$ cat src/rtl/cvu_pkg.sv
package cvu_pkg;

    localparam int NCELL  = 4;
    localparam int NCOPY  = 3;
    localparam int CTRL_W = 6;
    localparam int IDX_W  = $clog2(NCELL);

    typedef enum logic [1:0] {
        MODE_TMR = 2'b00,
        MODE_DMR = 2'b01,
        MODE_SMS = 2'b10,
        MODE_SMM = 2'b11
    } mode_e;

    typedef struct packed {
        logic [1:0] ctx;
        logic [1:0] group;
        mode_e      mode;
    } ctrl_t;

    typedef struct packed {
        logic [IDX_W-1:0] c;
        logic [IDX_W-1:0] b;
        logic [IDX_W-1:0] a;
    } trio_t;

    typedef struct packed {
        logic [IDX_W-1:0] second;
        logic [IDX_W-1:0] first;
    } pair_t;

    typedef struct packed {
        logic err;
        logic cor;
    } flag_t;

    function automatic trio_t trio_pick(input logic [1:0] grp);
        trio_t t;
        case (grp)
            2'd0:    t = '{c: 2'd2, b: 2'd1, a: 2'd0};
            2'd1:    t = '{c: 2'd3, b: 2'd2, a: 2'd1};
            2'd2:    t = '{c: 2'd3, b: 2'd2, a: 2'd0};
            default: t = '{c: 2'd3, b: 2'd1, a: 2'd0};
        endcase
        return t;
    endfunction

    function automatic pair_t pair_pick(input logic [1:0] grp);
        pair_t p;
        case (grp)
            2'd0:    p = '{second: 2'd1, first: 2'd0};
            2'd1:    p = '{second: 2'd3, first: 2'd2};
            2'd2:    p = '{second: 2'd2, first: 2'd0};
            default: p = '{second: 2'd3, first: 2'd1};
        endcase
        return p;
    endfunction

    function automatic logic [CTRL_W-1:0] maj3(input logic [CTRL_W-1:0] x,
                                               input logic [CTRL_W-1:0] y,
                                               input logic [CTRL_W-1:0] z);
        return (x & y) | (x & z) | (y & z);
    endfunction

endpackage

$ cat src/rtl/cvu_ctrl_store.sv
module cvu_ctrl_store
    import cvu_pkg::*;
(
    input  logic              clk,
    input  logic              rst,
    input  logic              we,
    input  logic [CTRL_W-1:0] wdata,
    input  logic              upset_en,
    input  logic [1:0]        upset_sel,
    input  logic [CTRL_W-1:0] upset_mask,
    output ctrl_t             voted
);

    logic [CTRL_W-1:0] copy_q [NCOPY];
    logic [CTRL_W-1:0] vote_w;

    assign vote_w = maj3(copy_q[0], copy_q[1], copy_q[2]);
    assign voted  = ctrl_t'(vote_w);

    // each copy is refreshed from the vote every cycle (scrubbing)
    for (genvar i = 0; i < NCOPY; i++) begin : g_copy
        always_ff @(posedge clk) begin
            if (rst) begin
                copy_q[i] <= '0;
            end else if (we) begin
                copy_q[i] <= wdata;
            end else if (upset_en && (upset_sel == 2'(i))) begin
                copy_q[i] <= vote_w ^ upset_mask;
            end else begin
                copy_q[i] <= vote_w;
            end
        end
    end

    assert_load_R1: assert property (@(posedge clk) disable iff (rst)
        we |=> (voted == ctrl_t'($past(wdata))));

    assert_hold_R2: assert property (@(posedge clk) disable iff (rst)
        !we |=> $stable(voted));

endmodule

$ cat src/rtl/cvu_tmr_voter.sv
module cvu_tmr_voter #(
    parameter int W = 8
) (
    input  logic [W-1:0]   in_a,
    input  logic [W-1:0]   in_b,
    input  logic [W-1:0]   in_c,
    output logic [W-1:0]   voted,
    output cvu_pkg::flag_t flags
);

    logic [1:0] n_bad;

    always_comb begin
        voted = (in_a & in_b) | (in_a & in_c) | (in_b & in_c);
        n_bad = {1'b0, in_a != voted} + {1'b0, in_b != voted} + {1'b0, in_c != voted};
        flags.cor = (n_bad == 2'd1);
        flags.err = (n_bad >= 2'd2);
    end

endmodule

$ cat src/rtl/cvu_dmr_cmp.sv
module cvu_dmr_cmp #(
    parameter int W = 8
) (
    input  logic [W-1:0]   in_a,
    input  logic           par_a,
    input  logic [W-1:0]   in_b,
    input  logic           par_b,
    output logic [W-1:0]   chosen,
    output cvu_pkg::flag_t flags
);

    logic ok_a, ok_b, same;

    always_comb begin
        ok_a   = ~(^{in_a, par_a});
        ok_b   = ~(^{in_b, par_b});
        same   = (in_a == in_b) && (par_a == par_b);
        chosen = in_a;
        flags  = '0;
        if (same && ok_a) begin
            chosen = in_a;
        end else if (ok_a && !ok_b) begin
            chosen    = in_a;
            flags.cor = 1'b1;
        end else if (!ok_a && ok_b) begin
            chosen    = in_b;
            flags.cor = 1'b1;
        end else begin
            chosen    = in_a;
            flags.err = 1'b1;
        end
    end

endmodule

$ cat src/rtl/mode_vote_unit.sv
module mode_vote_unit
    import cvu_pkg::*;
#(
    parameter int W = 8
) (
    input  logic                 clk,
    input  logic                 rst,
    input  logic                 ctrl_we,
    input  logic [CTRL_W-1:0]    ctrl_wdata,
    input  logic                 upset_en,
    input  logic [1:0]           upset_sel,
    input  logic [CTRL_W-1:0]    upset_mask,
    input  logic [NCELL*W-1:0]   cell_data,
    input  logic [NCELL-1:0]     cell_par,
    output logic [NCELL*W-1:0]   res_data,
    output logic                 err_o,
    output logic                 cor_o,
    output logic [1:0]           ctx_sel
);

    localparam int OUT_W = NCELL * W;

    ctrl_t          cw;
    logic [W-1:0]   lane [NCELL];
    trio_t          trio;
    pair_t          pair;
    logic [W-1:0]   t_a, t_b, t_c, t_y;
    logic [W-1:0]   d_a, d_b, d_y;
    logic           p_a, p_b;
    flag_t          t_f, d_f, nxt_f;
    logic [OUT_W-1:0] nxt_data;
    logic [1:0]     nxt_ctx;

    cvu_ctrl_store u_store (
        .clk        (clk),
        .rst        (rst),
        .we         (ctrl_we),
        .wdata      (ctrl_wdata),
        .upset_en   (upset_en),
        .upset_sel  (upset_sel),
        .upset_mask (upset_mask),
        .voted      (cw)
    );

    for (genvar i = 0; i < NCELL; i++) begin : g_lane
        assign lane[i] = cell_data[i*W +: W];
    end

    assign trio = trio_pick(cw.group);
    assign pair = pair_pick(cw.group);
    assign t_a  = lane[trio.a];
    assign t_b  = lane[trio.b];
    assign t_c  = lane[trio.c];
    assign d_a  = lane[pair.first];
    assign d_b  = lane[pair.second];
    assign p_a  = cell_par[pair.first];
    assign p_b  = cell_par[pair.second];

    cvu_tmr_voter #(.W(W)) u_vote (
        .in_a  (t_a),
        .in_b  (t_b),
        .in_c  (t_c),
        .voted (t_y),
        .flags (t_f)
    );

    cvu_dmr_cmp #(.W(W)) u_cmp (
        .in_a   (d_a),
        .par_a  (p_a),
        .in_b   (d_b),
        .par_b  (p_b),
        .chosen (d_y),
        .flags  (d_f)
    );

    always_comb begin
        nxt_data = '0;
        nxt_f    = '0;
        unique case (cw.mode)
            MODE_TMR: begin
                nxt_data[W-1:0] = t_y;
                nxt_f           = t_f;
            end
            MODE_DMR: begin
                nxt_data[W-1:0] = d_y;
                nxt_f           = d_f;
            end
            default: begin
                nxt_data = cell_data;
            end
        endcase
        nxt_ctx = (cw.mode == MODE_SMM) ? cw.ctx : 2'd0;
    end

    always_ff @(posedge clk) begin
        if (rst) begin
            res_data <= '0;
            err_o    <= 1'b0;
            cor_o    <= 1'b0;
            ctx_sel  <= 2'd0;
        end else begin
            res_data <= nxt_data;
            err_o    <= nxt_f.err;
            cor_o    <= nxt_f.cor;
            ctx_sel  <= nxt_ctx;
        end
    end

    assert_flags_excl_R10: assert property (@(posedge clk) disable iff (rst)
        $onehot0({err_o, cor_o}));

    assert_tmr_agree_R3: assert property (@(posedge clk) disable iff (rst)
        (cw.mode == MODE_TMR && t_a == t_b && t_b == t_c)
        |=> (res_data[W-1:0] == $past(t_a) && !err_o && !cor_o));

    assert_dmr_clean_R5: assert property (@(posedge clk) disable iff (rst)
        (cw.mode == MODE_DMR && d_a == d_b && p_a == p_b && !(^{d_a, p_a}))
        |=> (res_data[W-1:0] == $past(d_a) && !err_o && !cor_o));

    assert_pass_quiet_R8: assert property (@(posedge clk) disable iff (rst)
        (cw.mode == MODE_SMS || cw.mode == MODE_SMM)
        |=> (!err_o && !cor_o && res_data == $past(cell_data)));

    assert_ctx_gate_R9: assert property (@(posedge clk) disable iff (rst)
        (cw.mode != MODE_SMM) |=> (ctx_sel == 2'd0));

endmodule

$ cat config.mk
export PLATFORM = sky130hd
export DESIGN_NAME = mode_vote_unit
export DESIGN_NICKNAME = d
export VERILOG_FILES = /design/src/rtl/cvu_pkg.sv /design/src/rtl/cvu_ctrl_store.sv /design/src/rtl/cvu_tmr_voter.sv /design/src/rtl/cvu_dmr_cmp.sv /design/src/rtl/mode_vote_unit.sv
export SDC_FILE = /design/constraint.sdc
export NUM_CORES = 1
export LEC_CHECK = 0
export BUFFER_PORTS_ARGS = -buffer_cell sky130_fd_sc_hd__buf_2
export CAP_MARGIN = 10
export CORE_MARGIN = 5
export CORE_UTILIZATION = 55
export CTS_BUF_LIST = sky130_fd_sc_hd__clkbuf_8
export DETAILED_ROUTE_END_ITERATION = 12
export GPL_ROUTABILITY_DRIVEN = 1
export PLACE_DENSITY = 0.81
export SYNTH_ARGS = -nofsm -noshare
export SYNTH_HDL_FRONTEND = slang
export SYNTH_SLANG_ARGS = --single-unit
export TNS_END_PERCENT = 1
$ cat constraint.sdc
create_clock -name clk -period 4.4 [get_ports clk]
set_input_delay 0.88 -clock clk [delete_from_list [all_inputs] [get_ports clk]]
set_output_delay 0.88 -clock clk [all_outputs]
set_load 0.03 [all_outputs]
-- Word-level counts from Yosys, hierarchy flattened
Memory sizes are Yosys's and may differ from the RTL's.
Cells that the tools add are included.
- word-level logic and storage cells: 139
- bits of input ports: 54
- memories: 1
- output and inout port bits: 36
- bits in writable memories: 18
- flip-flop bits (word level): 36
- add/subtract/negate cells: 2
- bitwise operators: 28
- eq/ne operators: 12
- mux-type cells: 69
- magnitude comparators: 8
- reduce and logical (&&, ||, !) cells: 14
- memory list (memory ; words ; bits a word ; rd ports ; clocked after memory_dff ; wr ports ; RTL line ; text):
    u_store.copy_q ; 3 ; 6 ; 3 ; 0 ; 3 ; cvu_ctrl_store.sv:14 ; logic [CTRL_W-1:0] copy_q [NCOPY];
- operators by type and width (kind ; number):
    $mux 8 ; 13
    $bmux 8 s2 ; 5
    $mux 6 ; 9
    $mux 1 ; 35
    $and 8x8->8 ; 3
    $ne 8x8->1 ; 3
    $and 6x6->6 ; 3
    $reduce_xor 9->1 ; 2
    $or 8x8->8 ; 2
    $pmux 8 s2 ; 1
    $ge 3x3->1 const B ; 5
    $not 2->3 ; 5
    $pmux 5 s3 ; 1
    $or 6x6->6 ; 2
    $pmux 4 s3 ; 1
    $or 1x1->1 ; 9
    $eq 2x1->1 const B ; 4
    $eq 8x8->1 ; 1
    $logic_and 1x1->1 ; 7
    $eq 2x2->1 const B ; 3
    $logic_not 2->1 ; 3
    $lt 2x3->1 const B ; 2
    $xor 6x6->6 ; 1
    $bmux 1 s2 ; 2
    other kinds (9) ; 11

-- Depth between registers and ports, before layout
Gate-level depths: netlist (run 1).
An unclocked memory read counts as a cell.
- depth in word-level cells: 18
- mapped depth: 18
- depth with buffers taken out: 16

-- Hierarchy
From an unflattened synthesis (run 1), not the netlist that was laid out.
- cells, all modules: 372
- area total of the unflattened synthesis: 3981.3 µm²
- by module, submodules not included (module ; times used ; cells an instance ; area each (µm²) ; seq. area each (µm²)):
    mode_vote_unit ; 1 ; 152 ; 1933.1 ; 720.7
    cvu_ctrl_store ; 1 ; 96 ; 1097.3 ; 540.5
    cvu_tmr_voter ; 1 ; 81 ; 551.8 ; 0.0
    cvu_dmr_cmp ; 1 ; 43 ; 399.1 ; 0.0

-- Least setup slack after synthesis (run 1)
No wires, ideal clock.
- path kind: register -> register
- start point: memory u_store.copy_q[2][3]
- end point: register cor_o
- cell stages (with the launch flop): 14
- required time: 4330 ps
- library setup time: 70 ps
- period minus slack after synthesis: 3890 ps
- data arrival time: 3820 ps
- path buffers: 1
- path slack: 510 ps
- cells stage by stage: edfxtp_1 > a21o_1 > o21ai_1 > inv_1 > ha_1 > clkbuf_1 > mux4_2 > maj3_1 > xnor2_1 > nor4_1 > nand2_1 > fa_1 > nand3b_1 > a21boi_1
- RTL lines (item ; RTL line ; text):
    start, declared ; cvu_ctrl_store.sv:14 ;
    end signal, assigned ; mode_vote_unit.sv:104 ; cor_o <= nxt_f.cor;
    end, declared ; mode_vote_unit.sv:17 ; output logic cor_o,

==> insert_results.sql, run 1 <==
INSERT INTO impl_metrics (metric_group, metric, value, unit) VALUES
('global_route', 'overall_overflow_remaining_after_global_route', '0', ''),
('global_route', 'grtUsageTotal', '23.86', '%'),
('cts', 'htreeDepth', '2', ''),
('cts', 'clkLatencyLatePin', '0.31', 'ns'),
('synth', 'synth_enable_flop_cells', '18', ''),
('cts', 'cts_buffers', '5', ''),
('floorplan', 'pin_count', '90', ''),
('power', 'internal_power_summed_over_all_cells', '1143', 'uW'),
('cts', 'cts_tree', 'done', ''),
('worst_setup_path', 'arrival_worst_endpoint', '4.16', 'ns'),
('detailed_routing', 'number_of_antenna_violating_nets_in_the_routed_design', '0', ''),
('global_route', 'grt_pass1_wl', '18.50', 'mm'),
('detailed_routing', 'drt_pre_antenna_iters', '5', ''),
('floorplan', 'design.die.area', '9403', 'um2'),
('worst_setup_path', 'worstSetupStartpointType', 'flip-flop', ''),
('sta', 'max_freq', '0.2545', 'GHz'),
('worst_setup_path', 'worstPathMaxFanout', '6', ''),
('detailed_routing', 'wl', '11.32', 'mm'),
('cts', 'clock_sink_count', '54', ''),
('global_route', 'grt_max_degree', '38', ''),
('floorplan', 'chipWidth', '96.97', 'um'),
('synth', 'yosysSeqAreaShare', '30.32', '%'),
('outcome', 'status', 'complete, no violations', ''),
('power', 'powerDensity', '410.1', 'nW/um2'),
('layout', 'fin_util', '67.14', '%'),
('power', 'worst_ir_drop_vdd', '0.0002701', 'V'),
('synth', 'synth-main-ff-cell', 'sky130_fd_sc_hd__dfxtp_1', ''),
('detailed_routing', 'detail_route.wl_per_cell', '17.43', 'um'),
('worst_setup_path', 'worst_path_largest_cell_delay', '0.57', 'ns'),
('cts', 'clkSlewWorstSetupHoldPaths', '0.09', 'ns'),
('worst_setup_path', 'worst_path_max_delay_cell', 'sky130_fd_sc_hd__mux4_2', ''),
('floorplan', 'start_util', '57.05', '%'),
('worst_setup_path', 'reg2reg_depth', '13', ''),
('sta', 'fin_worst_hold_slack', '0.7891', 'ns'),
('power', 'power.switching', '865.4', 'uW'),
('cts', 'postCtsSetupBuffers', '0', ''),
('detailed_routing', 'initialDrtViolationCount', '361', ''),
('global_route', 'grt_pass1_vias', '3717', ''),
('floorplan', 'rows', '31', ''),
('worst_setup_path', 'cp_top_family', 'adder cells', ''),
('worst_setup_path', 'worst-endpoint-required', '4.63', 'ns'),
('cts', 'cts_resized', '0', ''),
('worst_setup_path', 'cp_bufs_invs', '2', ''),
('synth', 'netlist_area', '4160', 'um2'),
('floorplan', 'core', '7292', 'um2'),
('layout', 'instances_no_fill', '649', ''),
('power', 'power_switching_share', '43.10', '%'),
('power', 'power.clock.fraction', '13.5', '%'),
('placement', 'globalplace.congestion', '0.9685', ''),
('synth', 'synth_area_per_cell', '9.370', 'um2'),
('sta', 'grt_setup_unrepaired', 'no', ''),
('sta', 'totalNegativeSetupSlack', '0', 'ns'),
('sta', 'worst_slew_pin_slew', '0.7405', 'ns'),
('worst_setup_path', 'setup_slack_of_the_worst_register_to_register_path', '0.47', 'ns'),
('power', 'share_comb_of_total_power', '57.3', '%'),
('placement', 'hpwlAfterDp', '8.813', 'mm'),
('worst_setup_path', 'rr_startpoint', 'u_store.copy_q[2][3]', ''),
('sta', 'setup-violations-final', '0', ''),
('cts', 'root_buffer', 'sky130_fd_sc_hd__clkbuf_8', ''),
('floorplan', 'die_h', '96.97', 'um'),
('global_route', 'grt_antenna_before_repair', '0', ''),
('job', 'drv.max_cap_violation_count', '0', ''),
('worst_setup_path', 'r2r_end', 'cor_o', ''),
('sta', 'final_period_minus_worst_setup_slack', '3.930', 'ns'),
('cts', 'buffers_from_clock_root_to_sink_at_most', '2', ''),
('layout', 'finish.net_count', '610', ''),
('synth', 'ys_seq_elements', '54', ''),
('worst_hold_path', 'worstHoldEndpoint', 'ctx_sel[1]', ''),
('worst_setup_path', 'worstSetupPathType', 'flip-flop to flip-flop', ''),
('synth', 'yosysWarningCount', '0', ''),
('worst_setup_path', 'end_kind', 'flip-flop', '');
[power groups by stage]
stage / clock (uW) / combinational [uW] / sequential, uW
floorplan: 0 / 773 / 669
global placement: 0 / 1110 / 597
detailed placement: 0 / 1130 / 597
CTS: 280 / 1130 / 586
global route: 298 / 1250 / 591
finish: 270 / 1150 / 586
[area by class of cell]
type	instances	area, um2
clock buffer	5	68.82
inverter	6	22.52
clock inverter	3	16.27
fill	634	2396
sequential	54	1261
multi-input combinational	375	2823
tap	99	123.9
timing repair buffer	107	580.6
[registers in the layout, summed over array words and instances, names as in the netlist]
| register | flops |
|---|---|
| ctx_sel | 2 |
| res_data | 32 |
| cor_o | 1 |
| err_o | 1 |
| u_store.copy_q | 18 |
[synthesized netlist by cell type, drive strengths merged, types with 7 or more instances]
cell | count | area (um2)
a21oi | 36 | 180.2
o21ai | 22 | 110.1
mux2 | 7 | 78.83
nor2 | 31 | 116.4
o2111ai | 7 | 92.59
a21o | 12 | 90.09
o22ai | 16 | 100.1
buf | 11 | 63.81
and2 | 24 | 150.1
dfxtp | 36 | 720.7
nand2 | 44 | 165.2
xnor2 | 26 | 227.7
a22oi | 7 | 52.55
mux4 | 26 | 585.6
edfxtp | 18 | 540.5
mux2i | 16 | 160.2
nand3 | 17 | 85.08
clkbuf | 15 | 56.30
[worst min-delay path, delay by kind of cell, from the launching register on]
| kind | cells | cell delay [ns] |
|---|---|---|
| flops | 1 | 0.36 |
| compound gates | 1 | 0.18 |
| simple gates | 1 | 0.19 |
[metal layers]
layer	share of wire (%)	up-vias	global-route usage (%)
met5	0	-	0
met4	2.3	0	7.775
met3	9.3	27	5.683
met2	46	210	36.84
met1	42	1821	32.97
li1	-	1856	-
[metrics by stage]
stage | power [uW] | setup slack, ns | instance area (um2)
6_report | 2008 | 0.4702 | 4896
4_1_cts | 1996 | 0.3140 | 4893
3_5_place_dp | 1724 | 0.3242 | 4808
5_1_grt | 2135 | 0.1145 | 4896
3_3_place_gp | 1702 | 0.4786 | 4808
2_1_floorplan | 1442 | 0.5097 | 4224
[worst max-delay path by stage]
| stage | startpoint | end | slack (ns) | cells past startpoint |
|---|---|---|---|---|
| finish | u_store.copy_q[2][3] | cor_o | 0.47 | 13 |
| global route | u_store.copy_q[2][3] | cor_o | 0.11 | 13 |
| CTS | u_store.copy_q[2][2] | res_data[7] | 0.31 | 16 |
| detailed placement | u_store.copy_q[2][2] | res_data[7] | 0.32 | 16 |
| global placement | u_store.copy_q[2][2] | res_data[7] | 0.48 | 16 |
| floorplan | u_store.copy_q[2][3] | cor_o | 0.51 | 13 |
[logic make-up (layout without fill, tap and decap cells)]
family	after synthesis	in the layout	synth area share, %
xor+xnor	29	29	6.466
other cells	1	18	0.09014
fa+ha+maj	9	9	2.767
mux	49	49	19.82
buf+inv	32	121	3.428
simple gates	153	153	17.93
flops	54	54	30.32
compound gates	117	117	19.19
Power figures use the tool's default switching activity.
==> run 2, diff against run 1 <==
- CORE_ASPECT_RATIO: unset -> 0.8
==> insert_results.sql, run 2 (synthesis results as in run 1) <==
INSERT INTO impl_metrics (metric_group, metric, value, unit) VALUES
('detailed_routing', 'vias_per_cell', '6.216', ''),
('worst_setup_path', 'worst-endpoint-required', '4.61', 'ns'),
('layout', 'layout_common_cells', 'sky130_fd_sc_hd__buf_2, sky130_fd_sc_hd__nand2_1, sky130_fd_sc_hd__a21oi_1, sky130_fd_sc_hd__dfxtp_1, sky130_fd_sc_hd__nor2_1', ''),
('worst_hold_path', 'worstHoldStart', 'u_store.copy_q[2][3]', ''),
('worst_setup_path', 'worstSetupPathType', 'flip-flop to flip-flop', ''),
('power', 'internal_power_summed_over_all_cells', '1192', 'uW'),
('power', 'power.switching', '894.0', 'uW'),
('layout', 'finish.net_count', '603', ''),
('job', 'drv.max_cap_violation_count', '0', ''),
('sta', 'finalCritPeriodShare', '91.54', '%'),
('placement', 'hpwlAfterDp', '9.355', 'mm'),
('worst_hold_path', 'worstHoldEndpoint', 'u_store.copy_q[1][3]', ''),
('worst_setup_path', 'rr_startpoint', 'u_store.copy_q[2][2]', ''),
('floorplan', 'die_h', '87.79', 'um'),
('sta', 'grt_setup_unrepaired', 'no', ''),
('sta', 'setup-violations-final', '0', ''),
('worst_setup_path', 'worstSetupStartpointType', 'flip-flop', ''),
('floorplan', 'start_util', '56.28', '%'),
('detailed_routing', 'initialDrtViolationCount', '466', ''),
('detailed_routing', 'drt_pre_antenna_iters', '5', ''),
('global_route', 'grt_antenna_before_repair', '0', ''),
('global_route', 'grt_max_degree', '38', ''),
('layout', 'largestRegisters', 'res_data: 32 flops, u_store.copy_q: 18 flops, ctx_sel: 2 flops', ''),
('worst_setup_path', 'end_kind', 'flip-flop', ''),
('sta', 'relSlewSlack', '57.61', '%'),
('floorplan', 'pin_count', '90', ''),
('power', 'power.sequential.fraction', '28.0', '%'),
('power', 'worst_ir_drop_vdd', '0.0002221', 'V'),
('floorplan', 'core', '7392', 'um2'),
('cts', 'buffers_from_clock_root_to_sink_at_most', '2', ''),
('detailed_routing', 'number_of_antenna_violating_nets_in_the_routed_design', '0', ''),
('outcome', 'status', 'complete, no violations', ''),
('worst_hold_path', 'hold_class', 'flip-flop to flip-flop', ''),
('worst_setup_path', 'reg2reg_depth', '15', ''),
('detailed_routing', 'wl', '12.13', 'mm'),
('global_route', 'overall_overflow_remaining_after_global_route', '0', ''),
('placement', 'globalplace.congestion', '0.9935', ''),
('layout', 'mostFrequentLayoutCell', 'sky130_fd_sc_hd__buf_2', ''),
('layout', 'largest_register', 'res_data', ''),
('global_route', 'grt_pass1_vias', '3853', ''),
('layout', 'layout-drive-gt1-share', '29.65', '%'),
('floorplan', 'design.die.area', '9414', 'um2'),
('layout', 'synthToLayoutAreaGrowth', '17.47', '%'),
('cts', 'root_buffer', 'sky130_fd_sc_hd__clkbuf_8', ''),
('worst_setup_path', 'setup_slack_of_the_worst_register_to_register_path', '0.37', 'ns'),
('power', 'powerDensity', '426.9', 'nW/um2'),
('placement', 'post-place-ws', '0.2950', 'ns'),
('layout', 'largest_register_ff_count', '32', ''),
('worst_setup_path', 'worstPathMaxFanout', '9', ''),
('sta', 'timing.clock.skew', '0.01356', 'ns'),
('detailed_routing', 'drc_errors', '0', ''),
('cts', 'postCtsSetupBuffers', '0', ''),
('global_route', 'grt_pass1_wl', '19.47', 'mm'),
('floorplan', 'rows', '28', ''),
('detailed_routing', 'detail_route.wl_per_cell', '18.71', 'um'),
('worst_setup_path', 'arrival_worst_endpoint', '4.24', 'ns'),
('sta', 'totalNegativeSetupSlack', '0', 'ns'),
('layout', 'combined_area_of_the_multi_input_logic_cells', '2826', 'um2'),
('floorplan', 'chipWidth', '107.2', 'um'),
('cts', 'clock_sink_count', '54', ''),
('sta', 'timing.final.max_slew_violations', '0', ''),
('power', 'share_comb_of_total_power', '54.7', '%'),
('power', 'power_switching_share', '42.85', '%'),
('cts', 'clkLatencyLatePin', '0.33', 'ns'),
('global_route', 'grtUsageTotal', '26.51', '%'),
('sta', 'fin_ws', '0.3721', 'ns'),
('sta', 'worst_slew_pin_slew', '0.6182', 'ns'),
('layout', 'fillerInstances', '630', ''),
('sta', 'max_freq', '0.2483', 'GHz'),
('power', 'power.clock.fraction', '17.3', '%'),
('sta', 'final_hold_vio_count', '0', ''),
('cts', 'htreeDepth', '2', ''),
('worst_setup_path', 'r2r_end', 'res_data[7]', ''),
('placement', 'buffer_ports.inserted', '89', ''),
('worst_hold_path', 'worst_hold_path_stage_count', '2', ''),
('cts', 'clkSlewWorstSetupHoldPaths', '0.11', 'ns'),
('cts', 'cts_tree', 'done', ''),
('detailed_routing', 'route.vias.total', '4028', ''),
('layout', 'seqCellArea', '1261', 'um2'),
('power', 'static-leakage-power', '0.002016', 'uW'),
('sta', 'final_period_minus_worst_setup_slack', '4.028', 'ns'),
('layout', 'antenna-diode-count', '0', ''),
('cts', 'cts_buffers', '5', '');
[run 2: final cells by class]
cell class | count | area share (%)
inverter | 6 | 0.4608
sequential | 54 | 25.81
tap | 105 | 2.688
clock inverter | 3 | 0.9985
clock buffer | 5 | 1.408
multi-input combinational | 375 | 57.83
timing repair buffer | 100 | 10.80
[run 2: stage by stage]
step / util (%) / instance area (um2) / hold WS (ns) / power [uW] / instances
after floorplan: - / 4224 / 0.6654 / 1442 / 461
after global placement: 64.44 / 4763 / 0.7331 / 1677 / 640
after detailed placement: 64.44 / 4763 / 0.8144 / 1714 / 640
after CTS: 66.03 / 4881 / 0.8113 / 2071 / 648
after global routing: 66.11 / 4887 / 0.8351 / 2198 / 648
final: 66.11 / 4887 / 0.8216 / 2086 / 648
[run 2: how the worst max path moves through the flow]
stage / to / cells past startpoint / slack (ns) / start
after floorplan: cor_o / 13 / 0.51 / u_store.copy_q[2][3]
after global placement: res_data[7] / 14 / 0.48 / u_store.copy_q[2][3]
after detailed placement: res_data[7] / 14 / 0.30 / u_store.copy_q[0][3]
after CTS: res_data[7] / 14 / 0.26 / u_store.copy_q[0][3]
after global routing: res_data[7] / 15 / 0.04 / u_store.copy_q[2][2]
final: res_data[7] / 15 / 0.37 / u_store.copy_q[2][2]
[run 2: repair_timing]
action	4_1_cts	5_1_grt
hold buffers	0	0
resized for setup	0	2
setup endpoints to repair	0	8
[run 2: power by group through the flow]
stage               registers, uW  logic (uW)  clock network [uW]
finish                        584        1140                 360
detailed placement            596        1120                   0
global route                  590        1230                 380
floorplan                     669         773                   0
global placement              594        1080                   0
CTS                           584        1130                 360
[run 2: routing by layer]
| metal | wire, um | global-route usage [%] | vias to the layer above |
|---|---|---|---|
| met1 | 4764 | 35.47 | 1895 |
| met5 | 0 | 0 | - |
| met2 | 5570 | 41.11 | 248 |
| met3 | 1390 | 6.485 | 45 |
| met4 | 401 | 11.85 | 0 |
| li1 | - | - | 1840 |
[run 2: critical path, stage by stage (launching register included)]
cell                       delay (ns)
sky130_fd_sc_hd__edfxtp_1        0.40
sky130_fd_sc_hd__a21o_1          0.19
sky130_fd_sc_hd__o21ai_1         0.30
sky130_fd_sc_hd__inv_1           0.14
sky130_fd_sc_hd__ha_1            0.42
sky130_fd_sc_hd__mux4_2          0.61
sky130_fd_sc_hd__xnor2_1         0.17
sky130_fd_sc_hd__xnor2_1         0.24
sky130_fd_sc_hd__xor3_1          0.50
sky130_fd_sc_hd__inv_2           0.05
sky130_fd_sc_hd__ha_1            0.18
sky130_fd_sc_hd__nor2b_1         0.25
sky130_fd_sc_hd__nor2b_1         0.18
sky130_fd_sc_hd__o31ai_1         0.08
sky130_fd_sc_hd__a21oi_1         0.12
sky130_fd_sc_hd__o21ai_0         0.09
==> run 3, diff against run 2 <==
- CORE_UTILIZATION: 55 -> 40
- PLACE_DENSITY: 0.81 -> unset
==> insert_results.sql, run 3 (synthesis results as in run 1) <==
INSERT INTO impl_metrics (metric_group, metric, value, unit) VALUES
('worst_hold_path', 'worstHoldStart', 'u_store.copy_q[2][0]', ''),
('sta', 'max_freq', '0.2516', 'GHz'),
('placement', 'globalplace.congestion', '0.8790', ''),
('floorplan', 'die_h', '101.2', 'um'),
('sta', 'final_period_minus_worst_setup_slack', '3.974', 'ns'),
('sta', 'relSlewSlack', '55.37', '%'),
('detailed_routing', 'wl', '12.18', 'mm'),
('worst_setup_path', 'worstPathMaxFanout', '12', ''),
('global_route', 'grt_max_degree', '38', ''),
('power', 'power.switching', '866.5', 'uW'),
('worst_setup_path', 'rr_startpoint', 'u_store.copy_q[2][3]', ''),
('worst_setup_path', 'worstSetupPathType', 'flip-flop to flip-flop', ''),
('cts', 'htreeDepth', '2', ''),
('outcome', 'status', 'complete, no violations', ''),
('cts', 'cts_buffers', '5', ''),
('cts', 'root_buffer', 'sky130_fd_sc_hd__clkbuf_8', ''),
('layout', 'layout-drive-gt1-share', '29.85', '%'),
('floorplan', 'pin_count', '90', ''),
('placement', 'buffer_ports.inserted', '89', ''),
('detailed_routing', 'drt_pre_antenna_iters', '4', ''),
('sta', 'grt_setup_unrepaired', 'no', ''),
('job', 'drv.max_cap_violation_count', '0', ''),
('cts', 'clkSlewWorstSetupHoldPaths', '0.10', 'ns'),
('detailed_routing', 'initialDrtViolationCount', '260', ''),
('worst_setup_path', 'arrival_worst_endpoint', '4.23', 'ns'),
('cts', 'cts_tree', 'done', ''),
('cts', 'postCtsHoldBufs', '0', ''),
('layout', 'antenna-diode-count', '0', ''),
('power', 'power_switching_share', '42.11', '%'),
('sta', 'fin_worst_hold_slack', '0.6972', 'ns'),
('power', 'power.clock.fraction', '17.1', '%'),
('floorplan', 'design.die.area', '12550', 'um2'),
('layout', 'largest_register', 'res_data', ''),
('global_route', 'grt_antenna_before_repair', '0', ''),
('placement', 'hpwlAfterDp', '9.535', 'mm'),
('cts', 'buffers_from_clock_root_to_sink_at_most', '2', ''),
('power', 'worst_ir_drop_vdd', '0.0002312', 'V'),
('sta', 'totalNegativeSetupSlack', '0', 'ns'),
('layout', 'largestRegisters', 'res_data: 32 flops, u_store.copy_q: 18 flops, ctx_sel: 2 flops', ''),
('cts', 'clock_sink_count', '54', ''),
('detailed_routing', 'detail_route.wl_per_cell', '17.75', 'um'),
('detailed_routing', 'route.vias.total', '3811', ''),
('sta', 'final_hold_vio_count', '0', ''),
('detailed_routing', 'number_of_antenna_violating_nets_in_the_routed_design', '0', ''),
('sta', 'worst_slew_pin_slew', '0.6695', 'ns'),
('placement', 'placed_cells_incl_taps', '678', ''),
('floorplan', 'start_util', '40.79', '%'),
('power', 'internal_power_summed_over_all_cells', '1191', 'uW'),
('floorplan', 'rows', '33', ''),
('layout', 'synthToLayoutAreaGrowth', '18.98', '%'),
('global_route', 'grtUsageTotal', '20.05', '%'),
('worst_setup_path', 'worstSetupStartpointType', 'flip-flop', ''),
('detailed_routing', 'vias_per_cell', '5.555', ''),
('worst_setup_path', 'end_kind', 'flip-flop', ''),
('layout', 'layout_common_cells', 'sky130_fd_sc_hd__buf_2, sky130_fd_sc_hd__nand2_1, sky130_fd_sc_hd__a21oi_1, sky130_fd_sc_hd__dfxtp_1, sky130_fd_sc_hd__nor2_1', ''),
('worst_setup_path', 'worst-endpoint-required', '4.66', 'ns'),
('power', 'power.sequential.fraction', '28.3', '%'),
('worst_hold_path', 'hold_class', 'flip-flop to flip-flop', ''),
('sta', 'setup-violations-final', '0', ''),
('layout', 'finish.net_count', '606', ''),
('global_route', 'grt_pass1_wl', '19.52', 'mm'),
('global_route', 'grt_pass1_vias', '3542', ''),
('layout', 'instances_no_fill', '686', ''),
('power', 'share_comb_of_total_power', '54.6', '%'),
('worst_setup_path', 'setup.worst_path.start', 'u_store.copy_q[2][3]', ''),
('detailed_routing', 'drc_errors', '0', ''),
('power', 'static-leakage-power', '0.002031', 'uW'),
('sta', 'timing.final.max_slew_violations', '0', ''),
('layout', 'largest_register_ff_count', '32', ''),
('sta', 'timing.clock.skew', '0.007230', 'ns'),
('power', 'powerDensity', '415.8', 'nW/um2'),
('floorplan', 'chipWidth', '124.0', 'um'),
('floorplan', 'core', '10200', 'um2'),
('cts', 'clkLatencyLatePin', '0.32', 'ns'),
('layout', 'mostFrequentLayoutCell', 'sky130_fd_sc_hd__buf_2', ''),
('global_route', 'overall_overflow_remaining_after_global_route', '0', ''),
('sta', 'finalCritPeriodShare', '90.32', '%');
[run 3: changes by cell type in the layout (fill, tap and decap cells not counted), sizes merged]
cell  delta
buf      +3
[run 3: path summary, 6_finish.rpt]
check	endpoint	slack, ns	cells after the start
max	cor_o	0.43	13
max reg2reg	cor_o	0.43	13
min	ctx_sel[0]	0.70	2
min reg2reg	ctx_sel[0]	0.70	2
[run 3: area by class of cell]
cell class / instances / area (um2)
Fill cell: 994 / 5249
Multi-Input combinational cell: 375 / 2823
Sequential cell: 54 / 1261
Timing Repair Buffer: 103 / 550.5
Tap cell: 140 / 175.2
Clock buffer: 5 / 68.82
Clock inverter: 3 / 48.80
Inverter: 6 / 22.52
[run 3: repair_timing]
item | 4_1_cts | 5_1_grt
resized for setup | 0 | 1
setup endpoints to repair | 0 | 8
buffers inserted | 0 | 0
[run 3: worst max-delay path, stage by stage, from the launching register on]
cell                       delay [ns]
sky130_fd_sc_hd__edfxtp_1        0.41
sky130_fd_sc_hd__a21o_1          0.19
sky130_fd_sc_hd__o21ai_1         0.14
sky130_fd_sc_hd__buf_4           0.20
sky130_fd_sc_hd__ha_1            0.52
sky130_fd_sc_hd__buf_4           0.24
sky130_fd_sc_hd__mux2_2          0.38
sky130_fd_sc_hd__maj3_1          0.40
sky130_fd_sc_hd__xnor2_1         0.15
sky130_fd_sc_hd__nor4_1          0.31
sky130_fd_sc_hd__nand2_1         0.12
sky130_fd_sc_hd__fa_1            0.45
sky130_fd_sc_hd__nand3b_1        0.23
sky130_fd_sc_hd__a21boi_1        0.17
[run 3: per-layer routing]
layer / wire length, um / share of wire (%) / vias up / GRT usage (%)
li1: - / - / 1847 / -
met1: 5535 / 45 / 1809 / 29.52
met2: 5471 / 45 / 142 / 29.75
met3: 1024 / 8.4 / 13 / 5.472
met4: 145 / 1.2 / 0 / 3.956
met5: 0 / 0 / - / 0
[run 3: power groups by stage]
stage               clock (uW)  combinational [uW]  sequential (uW)
floorplan                    0                 773              669
global placement             0                1070              594
detailed placement           0                1090              595
CTS                        363                1100              583
global route               380                1220              588
finish                     353                1120              582
[run 3: metrics by stage]
stage                     worst slack, ns  area, um2  total power (uW)  util, %
after detailed placement           0.3604       4830              1685    47.36
after floorplan                    0.5097       4224              1442        -
final                              0.4258       4950              2058    48.53
after global routing              0.08821       4950              2191    48.53
after global placement             0.4571       4830              1663    47.36
after CTS                          0.3074       4947              2043    48.51
